[config.mk]
export PLATFORM = sky130hd
export DESIGN_NAME = pwr_mode_ctrl
export DESIGN_NICKNAME = d
export VERILOG_FILES = /design/src/rtl/pwr_mode_pkg.sv /design/src/rtl/pwr_wake_sync.sv /design/src/rtl/pwr_wake_arbiter.sv /design/src/rtl/pwr_mode_fsm.sv /design/src/rtl/pwr_mode_ctrl.sv
export SDC_FILE = /design/constraint.sdc
export NUM_CORES = 1
export LEC_CHECK = 0
export ABC_AREA = 1
export BUFFER_PORTS_ARGS = -buffer_cell sky130_fd_sc_hd__buf_2
export CAP_MARGIN = 20
export CORE_AREA = 2 2 39 41
export CTS_CLUSTER_DIAMETER = 50
export DETAILED_ROUTE_END_ITERATION = 10
export DIE_AREA = 0 0 41 43
export PLACE_DENSITY = 0.68
export REMOVE_ABC_BUFFERS = 1
export SLEW_MARGIN = 20
export SYNTH_ARGS = -nofsm -noshare
export SYNTH_HDL_FRONTEND = slang
export SYNTH_HIERARCHICAL = 1
export SYNTH_SLANG_ARGS = --single-unit
[constraint.sdc]
create_clock -name clk -period 1.8 [get_ports clk]
set_input_delay 0.54 -clock clk [delete_from_list [all_inputs] [get_ports clk]]
set_output_delay 0.54 -clock clk [all_outputs]
set_load 0.1 [all_outputs]
[src/rtl/pwr_mode_pkg.sv]
// Package: shared types of the power-mode controller.
// Assumes: state encoding is visible at the mode_o port and must stay fixed.
package pwr_mode_pkg;

    typedef enum logic [1:0] {
        PM_RUN   = 2'b00,
        PM_IDLE  = 2'b01,
        PM_SLEEP = 2'b10
    } pm_state_e;

    typedef enum logic [1:0] {
        WK_NONE    = 2'b00,
        WK_RESTART = 2'b01,
        WK_RESUME  = 2'b10,
        WK_SERVICE = 2'b11
    } wake_act_e;

endpackage

[src/rtl/pwr_wake_sync.sv]
// Module: pwr_wake_sync
// Brings the asynchronous active-low wake pin into the clock domain through
// a chain of STAGES flops and flags a high-to-low transition of the result.
// Assumes: the pin idles high; the flag is combinational and valid for one
// cycle after the synchronized level changes.
module pwr_wake_sync #(
    parameter int STAGES = 2
) (
    input  logic clk,
    input  logic rst_n,
    input  logic pin_n,
    output logic fall
);

    logic [STAGES-1:0] chain_q;
    logic              prev_q;

    genvar g;
    generate
        for (g = 0; g < STAGES; g++) begin : g_stage
            if (g == 0) begin : g_first
                // Capture the raw pin into the first flop.
                always_ff @(posedge clk) begin
                    if (!rst_n) chain_q[0] <= 1'b1;
                    else        chain_q[0] <= pin_n;
                end
            end else begin : g_rest
                // Shift the level one stage further.
                always_ff @(posedge clk) begin
                    if (!rst_n) chain_q[g] <= 1'b1;
                    else        chain_q[g] <= chain_q[g-1];
                end
            end
        end
    endgenerate

    // Hold the previous synchronized level for edge detection.
    always_ff @(posedge clk) begin
        if (!rst_n) prev_q <= 1'b1;
        else        prev_q <= chain_q[STAGES-1];
    end

    assign fall = prev_q & ~chain_q[STAGES-1];

endmodule

[src/rtl/pwr_wake_arbiter.sv]
// Module: pwr_wake_arbiter
// Combinational decision logic: from the current state and all event inputs,
// picks the next state, the action to report and the interrupt to service.
// Restart sources outrank everything; wake sources are filtered by depth.
// Assumes: ext_rst_n and wdt_timeout are already synchronous to clk.
module pwr_wake_arbiter
    import pwr_mode_pkg::*;
#(
    parameter int NUM_IRQ = 4,
    parameter int IDW     = (NUM_IRQ > 1) ? $clog2(NUM_IRQ) : 1
) (
    input  pm_state_e          state,
    input  logic               sleep_exec,
    input  logic               mode_sel,
    input  logic               wake_fall,
    input  logic               ext_rst_n,
    input  logic               wdt_timeout,
    input  logic [NUM_IRQ-1:0] irq_req,
    input  logic [NUM_IRQ-1:0] irq_en,
    output pm_state_e          next_state,
    output wake_act_e          action,
    output logic [IDW-1:0]     pick_id
);

    logic [NUM_IRQ-1:0] armed;
    logic               restart;
    logic               any_req;
    logic               any_armed;

    assign armed     = irq_req & irq_en;
    assign restart   = ~ext_rst_n | wdt_timeout;
    assign any_req   = |irq_req;
    assign any_armed = |armed;

    // Lowest-index enabled and requested line.
    always_comb begin
        pick_id = '0;
        for (int i = NUM_IRQ - 1; i >= 0; i--) begin
            if (armed[i]) pick_id = IDW'(i);
        end
    end

    // Next state and action, restart first.
    always_comb begin
        next_state = state;
        action     = WK_NONE;
        if (restart) begin
            next_state = PM_RUN;
            action     = WK_RESTART;
        end else begin
            unique case (state)
                PM_RUN: begin
                    if (sleep_exec) next_state = mode_sel ? PM_SLEEP : PM_IDLE;
                end
                PM_IDLE: begin
                    if (any_req) begin
                        next_state = PM_RUN;
                        action     = any_armed ? WK_SERVICE : WK_RESUME;
                    end
                end
                PM_SLEEP: begin
                    if (wake_fall) begin
                        next_state = PM_RUN;
                        action     = WK_RESUME;
                    end
                end
                default: begin
                    next_state = PM_RUN;
                    action     = WK_RESTART;
                end
            endcase
        end
    end

endmodule

[src/rtl/pwr_mode_fsm.sv]
// Module: pwr_mode_fsm
// Holds the power state and registers the one-cycle result pulses so that
// they line up with the cycle in which the state reads RUN again. Derives
// the clock and oscillator enables from the state and raises the watchdog
// clear strobe after power-on.
// Assumes: next_state and action come from pwr_wake_arbiter.
module pwr_mode_fsm
    import pwr_mode_pkg::*;
#(
    parameter int IDW = 2
) (
    input  logic           clk,
    input  logic           rst_n,
    input  pm_state_e      next_state,
    input  wake_act_e      action,
    input  logic [IDW-1:0] pick_id,
    output pm_state_e      state,
    output logic           core_clk_en,
    output logic           osc_en,
    output logic           periph_clk_en,
    output logic           reset_req,
    output logic           resume_next,
    output logic           irq_take,
    output logic [IDW-1:0] irq_id,
    output logic           wdt_clear
);

    pm_state_e      state_q;
    logic           rst_q, res_q, take_q, clr_q;
    logic [IDW-1:0] id_q;

    // State register.
    always_ff @(posedge clk) begin
        if (!rst_n) state_q <= PM_RUN;
        else        state_q <= next_state;
    end

    // Result pulses, one cycle each.
    always_ff @(posedge clk) begin
        if (!rst_n) begin
            rst_q  <= 1'b0;
            res_q  <= 1'b0;
            take_q <= 1'b0;
            id_q   <= '0;
        end else begin
            rst_q  <= (action == WK_RESTART);
            res_q  <= (action == WK_RESUME);
            take_q <= (action == WK_SERVICE);
            if (action == WK_SERVICE) id_q <= pick_id;
        end
    end

    // Watchdog clear: high through power-on reset, low after.
    always_ff @(posedge clk) begin
        if (!rst_n) clr_q <= 1'b1;
        else        clr_q <= 1'b0;
    end

    assign state         = state_q;
    assign core_clk_en   = (state_q == PM_RUN);
    assign osc_en        = (state_q != PM_SLEEP);
    assign periph_clk_en = (state_q != PM_SLEEP);
    assign reset_req     = rst_q;
    assign resume_next   = res_q;
    assign irq_take      = take_q;
    assign irq_id        = id_q;
    assign wdt_clear     = clr_q;


    one_pulse_chk: assert property (@(posedge clk) disable iff (!rst_n)
        $onehot0({rst_q, res_q, take_q}));


    resume_runs_chk: assert property (@(posedge clk) disable iff (!rst_n)
        res_q |-> (state_q == PM_RUN));

endmodule

[src/rtl/pwr_mode_ctrl.sv]
// Module: pwr_mode_ctrl (top)
// Power-mode sequencer: enters IDLE or SLEEP on the sleep strobe, watches
// the wake sources valid for the current depth and reports restart,
// resume-next or interrupt service.
// Assumes: rst_n, ext_rst_n, wdt_timeout, irq_* and sleep_exec are
// synchronous to clk; wake_pin_n may be asynchronous.
module pwr_mode_ctrl
    import pwr_mode_pkg::*;
#(
    parameter int NUM_IRQ     = 4,
    parameter int SYNC_STAGES = 2,
    localparam int IDW        = (NUM_IRQ > 1) ? $clog2(NUM_IRQ) : 1
) (
    input  logic               clk,
    input  logic               rst_n,
    input  logic               sleep_exec,
    input  logic               mode_sel,
    input  logic               wake_pin_n,
    input  logic               ext_rst_n,
    input  logic               wdt_timeout,
    input  logic [NUM_IRQ-1:0] irq_req,
    input  logic [NUM_IRQ-1:0] irq_en,
    output logic               core_clk_en,
    output logic               osc_en,
    output logic               periph_clk_en,
    output logic               reset_req,
    output logic               resume_next,
    output logic               irq_take,
    output logic [IDW-1:0]     irq_id,
    output logic               wdt_clear,
    output logic [1:0]         mode_o
);

    logic           wake_fall;
    pm_state_e      state;
    pm_state_e      next_state;
    wake_act_e      action;
    logic [IDW-1:0] pick_id;

    pwr_wake_sync #(.STAGES(SYNC_STAGES)) sync_i (
        .clk   (clk),
        .rst_n (rst_n),
        .pin_n (wake_pin_n),
        .fall  (wake_fall)
    );

    pwr_wake_arbiter #(.NUM_IRQ(NUM_IRQ), .IDW(IDW)) arb_i (
        .state       (state),
        .sleep_exec  (sleep_exec),
        .mode_sel    (mode_sel),
        .wake_fall   (wake_fall),
        .ext_rst_n   (ext_rst_n),
        .wdt_timeout (wdt_timeout),
        .irq_req     (irq_req),
        .irq_en      (irq_en),
        .next_state  (next_state),
        .action      (action),
        .pick_id     (pick_id)
    );

    pwr_mode_fsm #(.IDW(IDW)) fsm_i (
        .clk           (clk),
        .rst_n         (rst_n),
        .next_state    (next_state),
        .action        (action),
        .pick_id       (pick_id),
        .state         (state),
        .core_clk_en   (core_clk_en),
        .osc_en        (osc_en),
        .periph_clk_en (periph_clk_en),
        .reset_req     (reset_req),
        .resume_next   (resume_next),
        .irq_take      (irq_take),
        .irq_id        (irq_id),
        .wdt_clear     (wdt_clear)
    );

    assign mode_o = state;


    sleep_entry_chk: assert property (@(posedge clk) disable iff (!rst_n)
        (state == PM_RUN && sleep_exec && mode_sel && ext_rst_n && !wdt_timeout)
        |=> (mode_o == 2'b10 && !osc_en));


    idle_entry_chk: assert property (@(posedge clk) disable iff (!rst_n)
        (state == PM_RUN && sleep_exec && !mode_sel && ext_rst_n && !wdt_timeout)
        |=> (mode_o == 2'b01 && osc_en && !core_clk_en));


    restart_chk: assert property (@(posedge clk) disable iff (!rst_n)
        (!ext_rst_n || wdt_timeout) |=> (reset_req && mode_o == 2'b00));


    sleep_irq_ignore_chk: assert property (@(posedge clk) disable iff (!rst_n)
        (state == PM_SLEEP && ext_rst_n && !wdt_timeout && !wake_fall)
        |=> (mode_o == 2'b10));


    service_src_chk: assert property (@(posedge clk) disable iff (!rst_n)
        irq_take |-> $past(state == PM_IDLE));

endmodule

==> out/results.txt <==
fin crit period - 1710 ps
Die X - 41 µm
Yosys top cell area share - 43.5%
fillcell total - 147
post-DR wirelength/cell - 8.04 µm
Syn Inst Count - 74
Seq pwr share - 49.3%
die area - 1760 µm²
synth cell count leaders - nand2_1 (22), inv_1 (12), dfxtp_1 (11), nor2_1 (11), nand3_1 (4)
Final Worst Setup Slack - 90.0 ps
Unique masters post-synth - 16
Final Wtd Congestion - 0.763
HPWL Detailed - 810 µm
H-tree levels - 1
Clock Skews - 6.80 ps
Net Sw Frac - 29.5%
Post-CTS Setup Repair Bufs - 0
Worst-Skew Late Latency - 260 ps
internal power - 0.000361 W
CTS Hold Bufs - 0
final WL - 957 µm
cts repair resizes - 0
WHS - 400 ps
CTS tree - built
Hold WC Path Type - register to register
Placement Setup Slack - 374 ps
CP arrival - 1170 ps
Net count, final - 119
fin. max-slew vios - 0
top cell family by delay on the critical path - buffers and inverters
Clock Pin Slew Worst Setup and Hold Paths - 70 ps
post-synth top area cell - dfxtp_1
placed insts - 115
ys flop type - dfxtp_1
RSZ-0062 raised after global routing - false
pwr/cell area - 707 nW/µm²
crit path cell chain - buf_2
crit end category - primary output
Yosys reg bits - 11
largest net degree at the start of global routing - 11
total global-route track usage - 14.4%
CP max stage delay - 470 ps
floorplan row count - 14
DR pass1 iterations - 2
worst path bufs/invs - 1
Leak - 0.405 nW
first-pass GRT wire length - 1720 µm
cts bufs inserted - 3
grt total ovfl - 0
FMAX - 585 MHz
Layout Cells excl Fill - 119
Worst Path Required - 1260 ps
combinational power share - 19.2%
antenna violations before repair - 0
vias in the first global route - 455
asr flop ratio synth - 0%
max_slew headroom - 67.9%
ANT nets after route - 0
Yosys warning total - 6
Final Setup Violations - 0
reg2reg setup slack - 530 ps
worst slew pin tran - 484 ps
Avg Cell Area, Syn - 6.85 µm²
Clock Path Buffers - 2
part of the cycle the worst path needs - 95.0%
critical-path cell with the highest stage delay - buf_2
max-cap viol count - 0
Seq/Total Area, Yosys - 43.5%
DRC viols - 0
Post-synth EDFFs - 0
Die H - 43 µm
status - finished clean
clock power share - 31.4%
Inserted Diodes - 0
Core Region - 1380 µm²
Initial Utilization - 36.6%
initial DRC count - 1
count leader, synth - nand2_1
clk sinks - 11
crit-path max FO - 6
placed cell area - 697 µm²
top post-synthesis cells by area - dfxtp_1 (43%), nand2_1 (16%), inv_1 (8.9%)
Post-Syn Area - 507 µm²
Peak VDD IR - 0.479 mV
Switching Power - 0.000151 W
count of buffers from port buffering - 25
CP startpoint kind - register
area growth from synthesis to layout - 43.0%
final number of hold-violating endpoints - 0
share of cells above drive strength 1 - 35.9%
I/O pin count - 26
fin area - 724 µm²
total number of vias - 506
clock root cell - clkbuf_4
DR vias/cell - 4.25
critical path type - register to primary output
-- through the flow --
stage / TNS, ps / utilization [%] / power (W)
finish: 0 / 52.4 / 0.000512
global route: 0 / 52.4 / 0.000548
CTS: 0 / 52.4 / 0.000520
detailed placement: 0 / 50.4 / 0.000358
global placement: 0 / 50.4 / 0.000356
floorplan: -3490 / - / 0.000324
-- state kept, by name (all words and copies together), names as in the netlist --
register / flops
fsm_i/irq_id: 2
fsm_i/irq_take: 1
fsm_i/reset_req: 1
fsm_i/resume_next: 1
fsm_i/state: 2
fsm_i/wdt_clear: 1
sync_i/chain_q: 2
sync_i/prev_q: 1
-- metal layers --
metal	vias to the layer above	routed length [µm]	global-route usage, %
met4	0	0	4.00
met2	10	498	22.8
met1	217	408	16.8
li1	279	-	-
met5	-	0	0
met3	0	50	6.28
-- power groups by stage --
stage / clock network [W] / logic (W) / registers [W]
after detailed placement: 0 / 0.0000994 / 0.000258
after global routing: 0.000187 / 0.000108 / 0.000254
after floorplan: 0 / 0.0000362 / 0.000287
after global placement: 0 / 0.0000980 / 0.000258
final: 0.000161 / 0.0000985 / 0.000253
after CTS: 0.000168 / 0.0000995 / 0.000253
-- final cells by class --
class | count | area [µm²] | share of cell area, %
tap | 16 | 20.0 | 2.76
clock inverter | 1 | 5.00 | 0.691
sequential | 11 | 220 | 30.4
timing repair buffer | 26 | 178 | 24.5
clock buffer | 3 | 22.5 | 3.11
inverter | 13 | 48.8 | 6.74
multi-input combinational | 49 | 230 | 31.8
-- logic make-up (layout without fill, tap and decap cells) --
logic type / after synthesis / after routing / synth area share (%)
AO/OA/AOI/OAI: 7 / 7 / 8.89
flip-flops: 11 / 11 / 43.5
AND/OR/NAND/NOR: 42 / 42 / 36.5
buffers and inverters: 14 / 43 / 11.1
-- path summary, 6_finish.rpt --
path / start / endpoint / cells after the start
hold / removal: sync_i/chain_q[0] / sync_i/chain_q[1] / 2
setup reg to reg: fsm_i/state[1] / fsm_i/irq_id[0] / 7
setup / recovery: fsm_i/state[0] / mode_o[0] / 1
hold reg to reg: sync_i/chain_q[0] / sync_i/chain_q[1] / 2
-- cells in the final DEF (no fill, tap or decap), drive strengths merged --
cell type | netlist | final
a21oi | 5 | 5
clkinv | 0 | 1
nand2 | 23 | 23
buf | 1 | 26
a21boi | 1 | 1
nand3 | 5 | 5
dfxtp | 11 | 11
inv | 13 | 13
nand3b | 1 | 1
o21ai | 1 | 1
nor2 | 13 | 13
clkbuf | 0 | 3
Note: power is estimated with default switching activity, not from simulation.
